`src/rtl/txreq_pkg.sv`:
```
package txreq_pkg;

   localparam int CFG_W = 4;

   // bit order matches cfg_wdata: [3] early release, [2] all-empty threshold,
   // [1] request mode, [0] terminal ready
   typedef struct packed {
      logic fast_rel;
      logic thr_all;
      logic req_mode;
      logic dtr;
   } cfg_t;

   typedef enum logic [2:0] {
      RQ_IDLE,
      RQ_LOW,
      RQ_HOLD_LOW,
      RQ_HOLD_HIGH,
      RQ_GAP
   } rq_state_e;

endpackage

```
`src/rtl/txreq_cfg.sv`:
```
module txreq_cfg
   import txreq_pkg::*;
(
   input  logic             clk,
   input  logic             rst_n,
   input  logic             chan_rst,
   input  logic             cfg_we,
   input  logic [CFG_W-1:0] cfg_wdata,
   output cfg_t             cfg
);

   always_ff @(posedge clk or negedge rst_n) begin
      if (!rst_n) begin
         cfg <= '0;
      end else if (chan_rst) begin
         cfg <= '0;
      end else if (cfg_we) begin
         cfg <= cfg_t'(cfg_wdata);
      end
   end

endmodule

```
`src/rtl/txreq_fifo.sv`:
```
module txreq_fifo #(
   parameter int DATA_W = 8,
   parameter int DEPTH  = 4,
   localparam int PTR_W = $clog2(DEPTH),
   localparam int CNT_W = $clog2(DEPTH + 1)
) (
   input  logic              clk,
   input  logic              rst_n,
   input  logic              chan_rst,
   input  logic              push_req,
   input  logic [DATA_W-1:0] push_data,
   input  logic              pop_req,
   output logic [DATA_W-1:0] pop_data,
   output logic [CNT_W-1:0]  fill,
   output logic              ovr
);

   logic [PTR_W-1:0]  wr_ptr, rd_ptr;
   logic [DATA_W-1:0] slot_mem [DEPTH];
   logic              full, empty, do_push, do_pop;

   assign full    = (fill == CNT_W'(DEPTH));
   assign empty   = (fill == '0);
   assign do_push = push_req & ~full;
   assign do_pop  = pop_req & ~empty;

   for (genvar i = 0; i < DEPTH; i++) begin : g_slot
      logic [DATA_W-1:0] byte_q;
      always_ff @(posedge clk) begin
         if (do_push && (wr_ptr == PTR_W'(i))) begin
            byte_q <= push_data;
         end
      end
      assign slot_mem[i] = byte_q;
   end

   assign pop_data = slot_mem[rd_ptr];

   always_ff @(posedge clk or negedge rst_n) begin
      if (!rst_n) begin
         wr_ptr <= '0;
         rd_ptr <= '0;
         fill   <= '0;
         ovr    <= 1'b0;
      end else if (chan_rst) begin
         wr_ptr <= '0;
         rd_ptr <= '0;
         fill   <= '0;
         ovr    <= 1'b0;
      end else begin
         if (do_push) wr_ptr <= wr_ptr + PTR_W'(1);
         if (do_pop)  rd_ptr <= rd_ptr + PTR_W'(1);
         unique case ({do_push, do_pop})
            2'b10:   fill <= fill + CNT_W'(1);
            2'b01:   fill <= fill - CNT_W'(1);
            default: fill <= fill;
         endcase
         if (push_req && full) ovr <= 1'b1;
      end
   end

endmodule

```
`src/rtl/txreq_timing.sv`:
```
module txreq_timing
   import txreq_pkg::*;
#(
   parameter int DEPTH = 4,
   localparam int CNT_W = $clog2(DEPTH + 1)
) (
   input  logic             clk,
   input  logic             rst_n,
   input  logic             chan_rst,
   input  cfg_t             cfg,
   input  logic             wr_stb,
   input  logic [CNT_W-1:0] fill,
   output logic             pin_n
);

   rq_state_e st, st_nxt;
   logic      want;

   assign want = cfg.req_mode &&
                 (cfg.thr_all ? (fill == '0) : (fill < CNT_W'(DEPTH)));

   always_comb begin
      st_nxt = st;
      if (!cfg.req_mode) begin
         st_nxt = RQ_IDLE;
      end else begin
         unique case (st)
            RQ_IDLE, RQ_GAP:
               st_nxt = wr_stb ? RQ_HOLD_HIGH : (want ? RQ_LOW : RQ_IDLE);
            RQ_LOW:
               if (wr_stb) st_nxt = cfg.fast_rel ? RQ_HOLD_HIGH : RQ_HOLD_LOW;
               else        st_nxt = want ? RQ_LOW : RQ_IDLE;
            RQ_HOLD_LOW, RQ_HOLD_HIGH:
               st_nxt = wr_stb ? st : RQ_GAP;
            default:
               st_nxt = RQ_IDLE;
         endcase
      end
   end

   always_ff @(posedge clk or negedge rst_n) begin
      if (!rst_n) begin
         st <= RQ_IDLE;
      end else if (chan_rst) begin
         st <= RQ_IDLE;
      end else begin
         st <= st_nxt;
      end
   end

   assign pin_n = cfg.req_mode ? !((st == RQ_LOW) || (st == RQ_HOLD_LOW))
                               : !cfg.dtr;

endmodule

```
`src/rtl/txreq_pin_gen.sv`:
```
module txreq_pin_gen
   import txreq_pkg::*;
#(
   parameter int DATA_W = 8,
   parameter int DEPTH  = 4,
   localparam int CNT_W = $clog2(DEPTH + 1)
) (
   input  logic              clk,
   input  logic              rst_n,
   input  logic              chan_rst,
   input  logic              cfg_we,
   input  logic [CFG_W-1:0]  cfg_wdata,
   input  logic              wr_stb,
   input  logic [DATA_W-1:0] wr_data,
   input  logic              rd_en,
   output logic [DATA_W-1:0] rd_data,
   output logic              rd_valid,
   output logic              overrun,
   output logic              pin_n
);

   if (DEPTH < 2 || (DEPTH & (DEPTH - 1)) != 0) begin : g_bad_depth
      $error("txreq_pin_gen: DEPTH must be a power of two, at least 2");
   end
   if (DATA_W < 1) begin : g_bad_width
      $error("txreq_pin_gen: DATA_W must be positive");
   end

   cfg_t             cfg;
   logic             stb_q;
   logic             wr_first;
   logic [CNT_W-1:0] fill;
   logic             cfg_mode, cfg_fast;

   assign cfg_mode = cfg.req_mode;
   assign cfg_fast = cfg.fast_rel;

   always_ff @(posedge clk or negedge rst_n) begin
      if (!rst_n)        stb_q <= 1'b0;
      else if (chan_rst) stb_q <= 1'b0;
      else               stb_q <= wr_stb;
   end

   assign wr_first = wr_stb & ~stb_q;

   txreq_cfg u_cfg (
      .clk       (clk),
      .rst_n     (rst_n),
      .chan_rst  (chan_rst),
      .cfg_we    (cfg_we),
      .cfg_wdata (cfg_wdata),
      .cfg       (cfg)
   );

   txreq_fifo #(.DATA_W(DATA_W), .DEPTH(DEPTH)) u_fifo (
      .clk       (clk),
      .rst_n     (rst_n),
      .chan_rst  (chan_rst),
      .push_req  (wr_first),
      .push_data (wr_data),
      .pop_req   (rd_en),
      .pop_data  (rd_data),
      .fill      (fill),
      .ovr       (overrun)
   );

   txreq_timing #(.DEPTH(DEPTH)) u_timing (
      .clk      (clk),
      .rst_n    (rst_n),
      .chan_rst (chan_rst),
      .cfg      (cfg),
      .wr_stb   (wr_stb),
      .fill     (fill),
      .pin_n    (pin_n)
   );

   assign rd_valid = (fill != '0);

endmodule

```
`config.mk`:
```
export PLATFORM = sky130hd
export DESIGN_NAME = txreq_pin_gen
export DESIGN_NICKNAME = d
export VERILOG_FILES = /design/src/rtl/txreq_pkg.sv /design/src/rtl/txreq_cfg.sv /design/src/rtl/txreq_fifo.sv /design/src/rtl/txreq_timing.sv /design/src/rtl/txreq_pin_gen.sv
export SDC_FILE = /design/constraint.sdc
export NUM_CORES = 1
export LEC_CHECK = 0
export ABC_AREA = 1
export BUFFER_PORTS_ARGS = -buffer_cell sky130_fd_sc_hd__buf_2
export CAP_MARGIN = 10
export CORE_UTILIZATION = 37
export DETAILED_ROUTE_END_ITERATION = 10
export HOLD_SLACK_MARGIN = 0.12
export PLACE_DENSITY = 0.64
export SYNTH_ARGS = -nofsm -noshare
export SYNTH_HDL_FRONTEND = slang
export SYNTH_SLANG_ARGS = --single-unit
```
`constraint.sdc`:
```
create_clock -name clk -period 1.9 [get_ports clk]
set_clock_uncertainty 0.15 [all_clocks]
set_input_delay 0.475 -clock clk [delete_from_list [all_inputs] [get_ports clk]]
set_output_delay 0.475 -clock clk [all_outputs]
set_load 0.01 [all_outputs]
```
==> metrics <==
Reg clk slew, reported paths=about 0.09 ns; via total after detailed routing=approximately 1,500; EDFF count, synth=32; number of nets in the layout=between 200 and 300; initial core utilization=0.387; kind of start point of the critical path=register; maximum number of pins on one net before global-route repair=17; y dimension of the die=78.4 µm; shortest period the worst path allows=just under 2 ns; result of the run=complete, but fails checks; most repeated cell in the gate-level netlist after synthesis=edfxtp_1; wire length of the first global-routing pass=approximately 6.8 mm; flip-flop and latch count after synthesis=48; period utilization=1.04; total overflow reported by the global router=0; # Max-Cap Violations=0; count of fill cells added during filler insertion=between 400 and 500; relative contribution of the clock network to total power=0.238; synthesized instance count=about 190; global placer's final weighted congestion=0.785; Ys Warns=0; share of layout cells above drive strength 1=0.367; Overall Power=around 3100 µW; total area of multi-input combinational cells=about 700 µm²; RSZ-0062 raised after global routing=true; Top Ports=29; number of vias per cell after detailed routing=around 4.7; area of the mapped netlist=roughly 2200 µm²; root buffer selected by CTS=clkbuf_8; clock insertion delay at the later pin of the skew report=around 0.30 ns; failing checks=negative setup slack; Setup Viol. Count Final=8; worst min-delay path category=input port to register; worst slack on hold paths=about 0.23 ns; Buffers on Ports=28; DR iter-0 viols=90; crit-path max FO=6; Pre-antenna DRT Iters=4; number of antenna cells inserted=0; Flop pwr share=0.413; crit path kind=register to output pin; Crit. End Element=output pin; async set-or-reset flop fraction in the synthesized netlist=0.333; worst setup timing slack at the placement stage=-0.0428 ns; predominant post-synthesis flop cell=edfxtp_1; Synthesized Nets=215; peak ir drop on the vdd network=~470 µV; list of most frequent post-synthesis cells=32 x edfxtp_1, 28 x nor2_1, 24 x o21ai_0, 21 x inv_1, 17 x nand2_1; CTS tree=yes; proportion of total power due to net switching=0.321; top cells by area in the synthesized netlist=edfxtp_1 45%, dfrtp_1 19%, o21ai_0 5.6%; area grow syn2layout=25.9%; minimum setup slack among reg-to-reg paths=around 0.03 ns; NetSw=around 1000 µW; destination of the worst register-to-register timing path=u_fifo.fill[2]$_DFFE_PN0P_; post-synthesis average cell area=around 11 µm²; Seq/Total Area, Yosys=0.631; count of cell types in the netlist=32; number of global-route vias before repair=roughly 1,500; Slew Limit Fails=0; initial antenna violation count=0; area of the core region=5570 µm²; hold wc startpoint=wr_data[5]; Pint=roughly 2100 µW; wire length per cell after detailed routing=about 13 µm; DRT Wirelength=around 4 mm; Worst R2R Start=u_fifo.fill[0]$_DFFE_PN0P_; Leakage Power=0.00116 µW; Inserted Clock Buffers=5; number of hold-slack violations in the final timing report=0; sequential cell area=around 1400 µm²; Gate power share=0.349; endpoint required time on the critical path=between 1 and 1.5 ns; Final ANT Viol Nets=0; deepest level of the CTS H-tree=2; area share of the leading cell type in the synthesized netlist=0.445; Worst Setup Slack, final=-0.0704 ns; pin slew with the least headroom to its limit=0.357 ns; aggregate global-route resource usage=0.146; drt drc=0; reg2reg path depth=12; final HPWL from detailed placement=around 2.8 mm; width of the die=around 78 µm; critical path data arrival time=approximately 1.4 ns; area of the die=around 6000 µm²; Max Clk Rate=slightly above 0.5 GHz; ratio of total power to cell area=1140 nW/µm²; max_slew headroom=0.762; Hold EP=u_fifo.g_slot[0].byte_q[5]$_DFFE_PP_; number of cell rows=27; Total Neg Setup Slack=-0.334 ns; cell count of the worst hold path=1; sinks on the clock net=48; area leader, netlist=edfxtp_1; maximum buffer depth of the clock tree=2
worst max path at each step:
stage | slack, ns | from | cells after the start | end
after global placement | 0.005 | wr_stb | 12 | u_fifo.fill[2]$_DFFE_PN0P_
after CTS | -0.06 | u_fifo.rd_ptr[0]$_DFFE_PN0P_ | 5 | rd_data[2]
final | -0.07 | u_fifo.rd_ptr[0]$_DFFE_PN0P_ | 5 | rd_data[1]
after detailed placement | -0.04 | wr_stb | 12 | u_fifo.fill[2]$_DFFE_PN0P_
after global routing | -0.12 | u_fifo.rd_ptr[0]$_DFFE_PN0P_ | 5 | rd_data[4]
after floorplan | 0.005 | u_fifo.fill[1]$_DFFE_PN0P_ | 12 | u_fifo.fill[2]$_DFFE_PN0P_
metal layers:
layer  up-vias  track usage  share of wire
li1        767            -              -
met1       705        0.181           0.45
met2        24        0.240           0.50
met3         9       0.0360          0.033
met4         0       0.0648          0.020
met5         -            0              0
repair_timing:
action / in CTS / in global routing
gates cloned: 1 / 0
hold buffers: 1 / 0
setup buffers: 1 / 6
endpoints found under the setup margin: 9 / 11
resized for setup: 17 / 17
pin swaps: 3 / 15
endpoints found under the hold margin: 16 / 0
stage by stage:
| stage | std cells | utilization | instance area, µm² |
|---|---|---|---|
| floorplan | 192 | - | 2160 |
| global placement | 303 | 0.443 | 2470 |
| detailed placement | 303 | 0.443 | 2470 |
| CTS | 314 | 0.472 | 2630 |
| global route | 320 | 0.488 | 2720 |
| finish | 320 | 0.488 | 2720 |
placed cells by master (no fill, tap or decap), drive strengths merged:
master and instances:
inv 24, a31oi 1, bufinv 1, dlygate4sd3 1, or2 1, buf 54
dfrtp 16, clkinvlp 1, nand2 23, fa 1, a211oi 2, xnor2 1
nand4 4, o211ai 1, a21oi 3, xor2 1, nor2 30, edfxtp 32
clkbuf 5, o22ai 9, o21ai 24, nor3 1, ha 4, nand3 8
state kept, by name (all words and copies together), names as in the netlist:
signal / count
u_timing.st: 3
stb_q: 1
u_fifo.g_slot.byte_q: 32
u_fifo.ovr: 1
u_fifo.fill: 3
u_fifo.rd_ptr: 2
u_cfg.cfg: 4
u_fifo.wr_ptr: 2
layout make-up:
cell class	count	share of cell area
repair buffers	55	0.131
clock buffers	5	0.0253
clock inverters	3	0.0170
flip-flops and latches	48	0.501
well taps	72	0.0331
inverters	23	0.0345
multi-input cells	114	0.258
critical path, stage by stage, from the launching register on:
cell and delay (ns):
dfrtp_1 0.42, inv_2 0.11, buf_6 0.15, nor2_1 0.05, o22ai_2 0.15, buf_2 0.16
kinds of logic after synthesis:
| logic type | after synthesis | synth area share |
|---|---|---|
| XOR/XNOR | 2 | 0.00812 |
| AO/OA/AOI/OAI | 40 | 0.104 |
| buffers and inverters | 30 | 0.0696 |
| flip-flops | 48 | 0.631 |
| adder cells (fa/ha/maj) | 5 | 0.0325 |
| AND/OR/NAND/NOR | 67 | 0.155 |
power by group through the flow:
stage	registers [µW]	logic [µW]	clock network (µW)
2_1_floorplan	1290	607	0
3_3_place_gp	1300	899	0
3_5_place_dp	1300	924	0
4_1_cts	1280	980	752
5_1_grt	1290	1190	794
6_report	1280	1080	739
Power figures use the tool's default switching activity.
